--- config.mk ---
export PLATFORM = sky130hd
export DESIGN_NAME = rxq_status_unit
export DESIGN_NICKNAME = d
export VERILOG_FILES = /design/src/rtl/rxq_pkg.sv /design/src/rtl/rxq_store.sv /design/src/rtl/rxq_flags.sv /design/src/rtl/rxq_status_unit.sv
export SDC_FILE = /design/constraint.sdc
export NUM_CORES = 1
export LEC_CHECK = 0
export CAP_MARGIN = 5
export CORE_MARGIN = 10
export CORE_UTILIZATION = 44
export CTS_BUF_LIST = sky130_fd_sc_hd__clkbuf_4 sky130_fd_sc_hd__clkbuf_8
export CTS_CLUSTER_DIAMETER = 80
export DETAILED_ROUTE_END_ITERATION = 6
export MAX_ROUTING_LAYER = met4
export SYNTH_ARGS = -nofsm -noshare
export SYNTH_HDL_FRONTEND = slang
export SYNTH_SLANG_ARGS = --single-unit
export TNS_END_PERCENT = 50
--- constraint.sdc ---
create_clock -name clk -period 5.5 [get_ports clk]
set_clock_uncertainty 0.1 [all_clocks]
set_input_delay 0.825 -clock clk [delete_from_list [all_inputs] [get_ports clk]]
set_output_delay 0.825 -clock clk [all_outputs]
set_load 0.02 [all_outputs]
--- src/rtl/rxq_pkg.sv ---
package rxq_pkg;

    localparam int DATA_W = 8;
    localparam int STAT_W = 8;

    typedef struct packed {
        logic              brk;
        logic              frm;
        logic              par;
        logic [DATA_W-1:0] data;
    } rxq_entry_t;

    typedef struct packed {
        logic [2:0] zero;
        logic       brk;
        logic       frm;
        logic       par;
        logic       ovr;
        logic       avail;
    } rxq_status_t;

    function automatic rxq_status_t build_status(
        input logic       avail,
        input logic       ovr,
        input rxq_entry_t head,
        input logic       hide
    );
        rxq_status_t s;
        logic show;
        show    = avail && !hide;
        s.zero  = 3'b000;
        s.avail = avail;
        s.ovr   = ovr;
        s.par   = show && head.par;
        s.frm   = show && head.frm;
        s.brk   = show && head.brk;
        return s;
    endfunction

endpackage

--- src/rtl/rxq_store.sv ---
module rxq_store
    import rxq_pkg::*;
#(
    parameter int DEPTH = 16,
    localparam int AW = $clog2(DEPTH),
    localparam int CW = AW + 1
) (
    input  logic              clk,
    input  logic              rst,
    input  logic              push,
    input  rxq_entry_t        wr_entry,
    input  logic              pop,
    output rxq_entry_t        head,
    output logic [DATA_W-1:0] rd_q,
    output logic              full,
    output logic              empty,
    output logic [CW-1:0]     count
);

    rxq_entry_t     mem [DEPTH];
    logic [AW-1:0]  wr_ptr;
    logic [AW-1:0]  rd_ptr;
    logic           push_ok;
    logic           pop_ok;

    assign full    = (count == CW'(DEPTH));
    assign empty   = (count == '0);
    assign push_ok = push && !full;
    assign pop_ok  = pop && !empty;
    assign head    = mem[rd_ptr];

    function automatic logic [AW-1:0] next_ptr(input logic [AW-1:0] p);
        return (p == AW'(DEPTH - 1)) ? '0 : p + 1'b1;
    endfunction

    always_ff @(posedge clk) begin
        if (push_ok) begin
            mem[wr_ptr] <= wr_entry;
        end
    end

    always_ff @(posedge clk) begin
        if (rst) begin
            wr_ptr <= '0;
            rd_ptr <= '0;
            count  <= '0;
            rd_q   <= '0;
        end else begin
            if (push_ok) begin
                wr_ptr <= next_ptr(wr_ptr);
            end
            if (pop_ok) begin
                rd_ptr <= next_ptr(rd_ptr);
                rd_q   <= head.data;
            end
            case ({push_ok, pop_ok})
                2'b10:   count <= count + 1'b1;
                2'b01:   count <= count - 1'b1;
                default: count <= count;
            endcase
        end
    end

endmodule

--- src/rtl/rxq_flags.sv ---
module rxq_flags (
    input  logic clk,
    input  logic rst,
    input  logic ovr_evt,
    input  logic stat_rd,
    input  logic head_change,
    output logic ovr_q,
    output logic hide_q
);

    always_ff @(posedge clk) begin
        if (rst) begin
            ovr_q  <= 1'b0;
            hide_q <= 1'b0;
        end else begin
            if (ovr_evt) begin
                ovr_q <= 1'b1;
            end else if (stat_rd) begin
                ovr_q <= 1'b0;
            end
            if (head_change) begin
                hide_q <= 1'b0;
            end else if (stat_rd) begin
                hide_q <= 1'b1;
            end
        end
    end

endmodule

--- src/rtl/rxq_status_unit.sv ---
module rxq_status_unit
    import rxq_pkg::*;
#(
    parameter int DEPTH = 16,
    localparam int AW = $clog2(DEPTH),
    localparam int CW = AW + 1
) (
    input  logic              clk,
    input  logic              rst,
    input  logic              char_done,
    input  logic [DATA_W-1:0] char_data,
    input  logic              char_par,
    input  logic              char_frm,
    input  logic              char_brk,
    input  logic              rd_data_stb,
    input  logic              rd_stat_stb,
    input  logic              irq_line_en,
    output logic [DATA_W-1:0] rd_data,
    output logic [STAT_W-1:0] line_stat,
    output logic              line_irq
);

    rxq_entry_t  wr_entry;
    rxq_entry_t  head;
    rxq_status_t stat;
    logic        fifo_full;
    logic        fifo_empty;
    logic [CW-1:0] occ;
    logic        ovr_evt;
    logic        head_change;
    logic        ovr_q;
    logic        hide_q;

    assign wr_entry = '{brk: char_brk, frm: char_frm, par: char_par, data: char_data};

    rxq_store #(.DEPTH(DEPTH)) u_store (
        .clk      (clk),
        .rst      (rst),
        .push     (char_done),
        .wr_entry (wr_entry),
        .pop      (rd_data_stb),
        .head     (head),
        .rd_q     (rd_data),
        .full     (fifo_full),
        .empty    (fifo_empty),
        .count    (occ)
    );

    // A dropped character marks overrun; a pop or a first write moves the head.
    assign ovr_evt     = char_done && fifo_full;
    assign head_change = (rd_data_stb && !fifo_empty) || (char_done && fifo_empty);

    rxq_flags u_flags (
        .clk         (clk),
        .rst         (rst),
        .ovr_evt     (ovr_evt),
        .stat_rd     (rd_stat_stb),
        .head_change (head_change),
        .ovr_q       (ovr_q),
        .hide_q      (hide_q)
    );

    assign stat      = build_status(!fifo_empty, ovr_q, head, hide_q);
    assign line_stat = stat;
    assign line_irq  = irq_line_en && (stat.ovr || stat.par || stat.frm || stat.brk);

endmodule

* Word-level counts from Yosys, hierarchy flattened
Memories as Yosys holds them, arrays and structs flattened. A register that Yosys moved wholly into a read port is not among the register bits.
Cells that the tools add are included.
** Storage, ports and cells
- Bits in latches :: 0
- ROM bits :: 0
- Output and inout port bits :: 17
- RAM bits :: 176
- Logic and storage cells :: 45
- Memories :: 1
- Input port bits :: 17
- Flip-flop bits (word level) :: 23
** Cells by class
- Divide/modulo/power cells :: 0
- Bitwise logic cells :: 0
- Muxes and demuxes :: 9
- Magnitude comparators :: 0
- Reductions and logical operators :: 20
- Eq/ne operators :: 5
- Multiply operators :: 0
- Add/subtract/negate cells :: 4
- Shift-type cells :: 0
** Memories
- u_store.mem :: depth 16, width 11, rd ports 1, clocked after Yosys merged registers in 1, write ports 1, RTL line rxq_store.sv:20 : rxq_entry_t mem [DEPTH];
** Operator list (number)
- 2-to-1 mux 4 bit :: 4
- one-hot mux 5 bit (2 select lines) :: 1
- logical AND 1 bit :: 9
- adder 4 x 1 -> 4 bit, second input constant :: 2
- equality test 4 bit, second input constant :: 2
- adder 5 x 1 -> 5 bit, second input constant :: 1
- equality test 5 bit, second input constant :: 1
- zero test 5 bit :: 1
- subtractor 5 x 1 -> 5 bit, second input constant :: 1
- logical OR 1 bit :: 4
- 2-to-1 mux 1 bit :: 4
- nonzero test 2 bit :: 2
- zero test 1 bit :: 3
- equality test 2 x 1 -> 1 bit, second input constant :: 1
- equality test 2 bit, second input constant :: 1
- OR reduction 2 bit :: 1

* Longest topological paths before layout
- Depth in word-level cells :: 8
- Depth in mapped cells :: 15
- Gate-level depth less buffers :: 12

* Cells and area by module
Synthesis repeated with hierarchy kept, for this count alone.
** Second synthesis, totals
- Cells, all modules :: 443
- Area, all modules :: 8161.6 µm²
** Modules (own cells, without submodules)
- rxq_store :: instances 1, sequential area each 5785.5 µm², area an instance 7997.7 µm², cells each 422
- rxq_status_unit :: instances 1, sequential area each 0.0 µm², area an instance 96.3 µm², cells each 14
- rxq_flags :: instances 1, sequential area each 40.0 µm², area an instance 67.6 µm², cells each 7

* Least setup slack after synthesis
Ideal clock, no wire load.
- Kind :: flip-flop to flip-flop
- Start :: reg u_store.count[1]
- End :: reg u_store.count[4]
- Stages on the path, launching flop included :: 16
- Period minus slack after synthesis :: 3.174 ns
- Path slack :: 2.326 ns
- Data required time :: 5.330 ns
- Library setup time :: 0.070 ns
- Arrival :: 3.004 ns
- Path buffers :: 3
- Cells stage by stage :: dfxtp_1 buf_2 nor4_1 nand2_1 nand2_1 inv_1 buf_2 ha_1 buf_2 xor2_1 ha_1 nand2b_1 a21boi_0 o21a_1 or4_1 a21oi_1
** Between the ends
- Longest elaborated chain between the ends :: 5
- Elaborated cells between the ends (all ways) :: 12
- Those cells by class :: add/sub (2); eq/ne (3); mux (1); reduce/logical (6)
** RTL lines
- from (decl) :: RTL line rxq_store.sv:17 : output logic [CW-1:0] count
- from (signal assigned) :: RTL line rxq_store.sv:57 : 2'b10: count <= count + 1'b1;
- from (signal assigned) :: RTL line rxq_store.sv:58 : 2'b01: count <= count - 1'b1;
- from (signal assigned) :: RTL line rxq_store.sv:59 : default: count <= count;
- zero test 5 bit (*) :: RTL line rxq_store.sv:27 : assign empty = (count == '0);
- zero test 1 bit (*)
- net line_stat[0] :: RTL line rxq_status_unit.sv:19 : output logic [STAT_W-1:0] line_stat,
- logical AND 1 bit (*) :: RTL line rxq_store.sv:29 : assign pop_ok = pop && !empty;
- equality test 2 x 1 -> 1 bit / equality test 2 bit (equally long branches) :: RTL line rxq_store.sv:56 : case ({push_ok, pop_ok})
- one-hot mux 5 bit (2 select lines) / nonzero test 2 bit (equally long branches)
The timed path passes the listed nets; every way through them passes the cells marked *.
A chain may end at the register's enable or synchronous reset.

==> metrics.txt <==
status=finished, final reports clean; postcts setup bufs=0; drt initial violations=between 300 and 400; fraction of layout cells with a size suffix above 1=0.209; fin. max-slew vios=0; leakage=a little over 3 nW; final setup violation count=0; DR WL/cell=23.3 um; Sequential Power Share=0.464; Clock H-tree levels=2; Die Wd=roughly 160 um; vias per cell=5.53; switching portion of total power=0.276; Synth top area share=0.654; overall routing resource usage=0.149; CP startpoint kind=flip-flop; total chip power=about 4.0 mW; crit path capture type=output pin; critical path data arrival time=approximately 3.2 ns; CTS tree=done; combinational share of power=0.217; max_cap viols=0; CTS buffer count=35; final hold violations=0; Reg2Reg Setup Slack=approximately 1.9 ns; Synth Cell Area=a little over 0.008 mm^2; Clock Path Buffers=3; Post-Syn Instances=434; worst-case vdd ir drop=261 uV; Yosys Warn Count=0; crit path buf inv count=1; crit-path cells=mux4_1 -> a22oi_1 -> and3_1 -> a31oi_1 -> o21a_1 -> clkdlybuf4s50_1; Initial Util=0.449; most common cell after layout, fill and taps aside=edfxtp_1; CP max FO=20; RePlAce Congestion=between 0.7 and 0.8; Antenna diodes=0; die area=0.0242 mm^2; global-route wire length before repair=between 20000 and 30000 um; worst slew pin tran=around 0.96 ns; Yosys reg bits=about 200; I/O pin cnt=34; critical path's top delay family=flip-flops; Fin Setup TNS=0 ns; area of the core=roughly 0.018 mm^2; initial antenna violation count=0; buffers added on ports=30; Final Cycle Share=0.748; vias in the first global route=4294; worst hold slack=approximately 0.36 ns; CP peak stage delay=~0.75 ns; clock power share=0.319; WL final=17200 um; CP required=roughly 4.6 ns; post_cts resized=0; CTS sink count=203; ANT nets after route=0; Std-Cell Rows=a little under 50; Yosys top cell by area=edfxtp_1; Int Pwr=around 2.9 mW; fin crit period=roughly 4.1 ns; Crit Path Class=flip-flop to output pin; Syn-to-layout area delta=14.9%; Placed Instances=682; Post-synth top flop=edfxtp_1; DR vias=between 4000 and 5000; hold buffer count at cts=0; fraction of the yosys area taken by sequential cells=0.720; commonest non-fill, non-tap cells in the layout=edfxtp_1 (176), clkbuf_8 (38), nand2_1 (34); highest clock rate=between 0.2 and 0.25 GHz; ys async rst share=0; ranking of synthesized cells by area=edfxtp_1 (65%), mux4_2 (8.6%), mux4_1 (6.8%); RSZ-0062 raised after global routing=no; Die H=between 150 and 200 um; clk root buf=clkbuf_8; Remaining Overflow, GRT=0; Hold Crit Class=flip-flop to flip-flop; P_sw=roughly 1.1 mW; Initial DRT Pass Iterations=4; Rel. slew slack=0.359; critical path's slowest cell=dfxtp_2; distinct cell type count after synthesis=39; power per cell area=between 400 and 500 mW/mm^2; largest net degree at the start of global routing=39; Clock Latency Late Sink=0.52 ns; final HPWL from detailed placement=9890 um; Final Non-Filler Cells=740; Reg clk slew, reported paths=approximately 0.060 ns; Syn Area/Cell=around 19 um^2; DRC=0; EDFF count, synth=176; nets=516
==> final timing paths <==
check                   startpoint               end  cells after the start
hold reg to reg    u_store.rd_q[3]   u_store.rd_q[3]                      2
hold / removal     u_store.rd_q[3]   u_store.rd_q[3]                      2
setup reg to reg  u_store.count[1]  u_store.count[4]                     12
setup / recovery         flip-flop          line_irq                      6
==> cell families after synthesis <==
logic type                 synth area share
AOI/OAI and AO/OA                    0.0302
xor gates and xnor gates            0.00542
adders and majority gates            0.0139
buffers and inverters                0.0246
DFF                                   0.720
muxes                                 0.156
other                              0.000464
and+or+nand+nor                      0.0492
==> synthesized netlist by cell type, drive strengths merged, types with 2 or more instances <==
master and n:
a21boi 3, a21oi 19, clkbuf 12, nand3 4, o21ai 4, a22oi 4, dfxtp 27, nor3 7
and3 3, mux4 52, ha 9, edfxtp 176, nor2b 3, nand2 34, or3b 2, buf 15
a31oi 3, or3 2, xor2 5, nor2 27, inv 7, nand2b 4, o21a 2
==> routing by layer <==
layer	vias up	routed length, um	GRT usage	share of wire
met2	105	8300	0.232	0.48
li1	1841	-	-	-
met1	2110	7690	0.190	0.45
met5	-	0	-	0
met3	35	870	0.0301	0.051
met4	0	343	0.0561	0.020
==> worst reg2reg max path: stages, from the launching register on <==
cell      delay, ns
dfxtp_1        0.39
nor4_1         0.54
nand2_1        0.20
nand2_1        0.31
inv_1          0.29
ha_1           0.39
xor2_1         0.18
ha_1           0.22
nand2b_1       0.08
a21boi_0       0.07
o21a_1         0.19
or4_1          0.47
a21oi_1        0.14
==> state kept, by name (all words and copies together) (netlist names), named ones only <==
register and cells:
u_flags.hide_q 1, u_store.rd_q 8, u_store.rd_ptr 4, u_store.mem 176
u_flags.ovr_q 1, u_store.count 5, u_store.wr_ptr 4
==> power by group through the flow <==
stage	clock, mW	sequential, mW	combinational [mW]
CTS	1.30	1.84	0.869
floorplan	0	1.83	0.647
global placement	0	1.86	0.849
global route	1.37	1.85	0.930
finish	1.26	1.83	0.859
detailed placement	0	1.87	0.866
==> per-stage QoR <==
step / worst slack, ns / area (um^2) / utilization
after CTS: 1.32 / 9290 / 0.516
final: 1.38 / 9290 / 0.516
after detailed placement: 1.76 / 8650 / 0.480
after global placement: 1.82 / 8650 / 0.480
after global routing: 1.18 / 9290 / 0.516
after floorplan: 2.33 / 8090 / -
==> area by class of cell <==
type                            count  area [um^2]
Fill cell                        1445         8730
Clock buffer                       47          591
Tap cell                          229          287
Timing Repair Buffer               44          405
Inverter                            7         26.3
Multi-Input combinational cell    199         2100
Clock inverter                     11         53.8
Sequential cell                   203         5830
No activity file was read; power rests on OpenSTA's default activity.
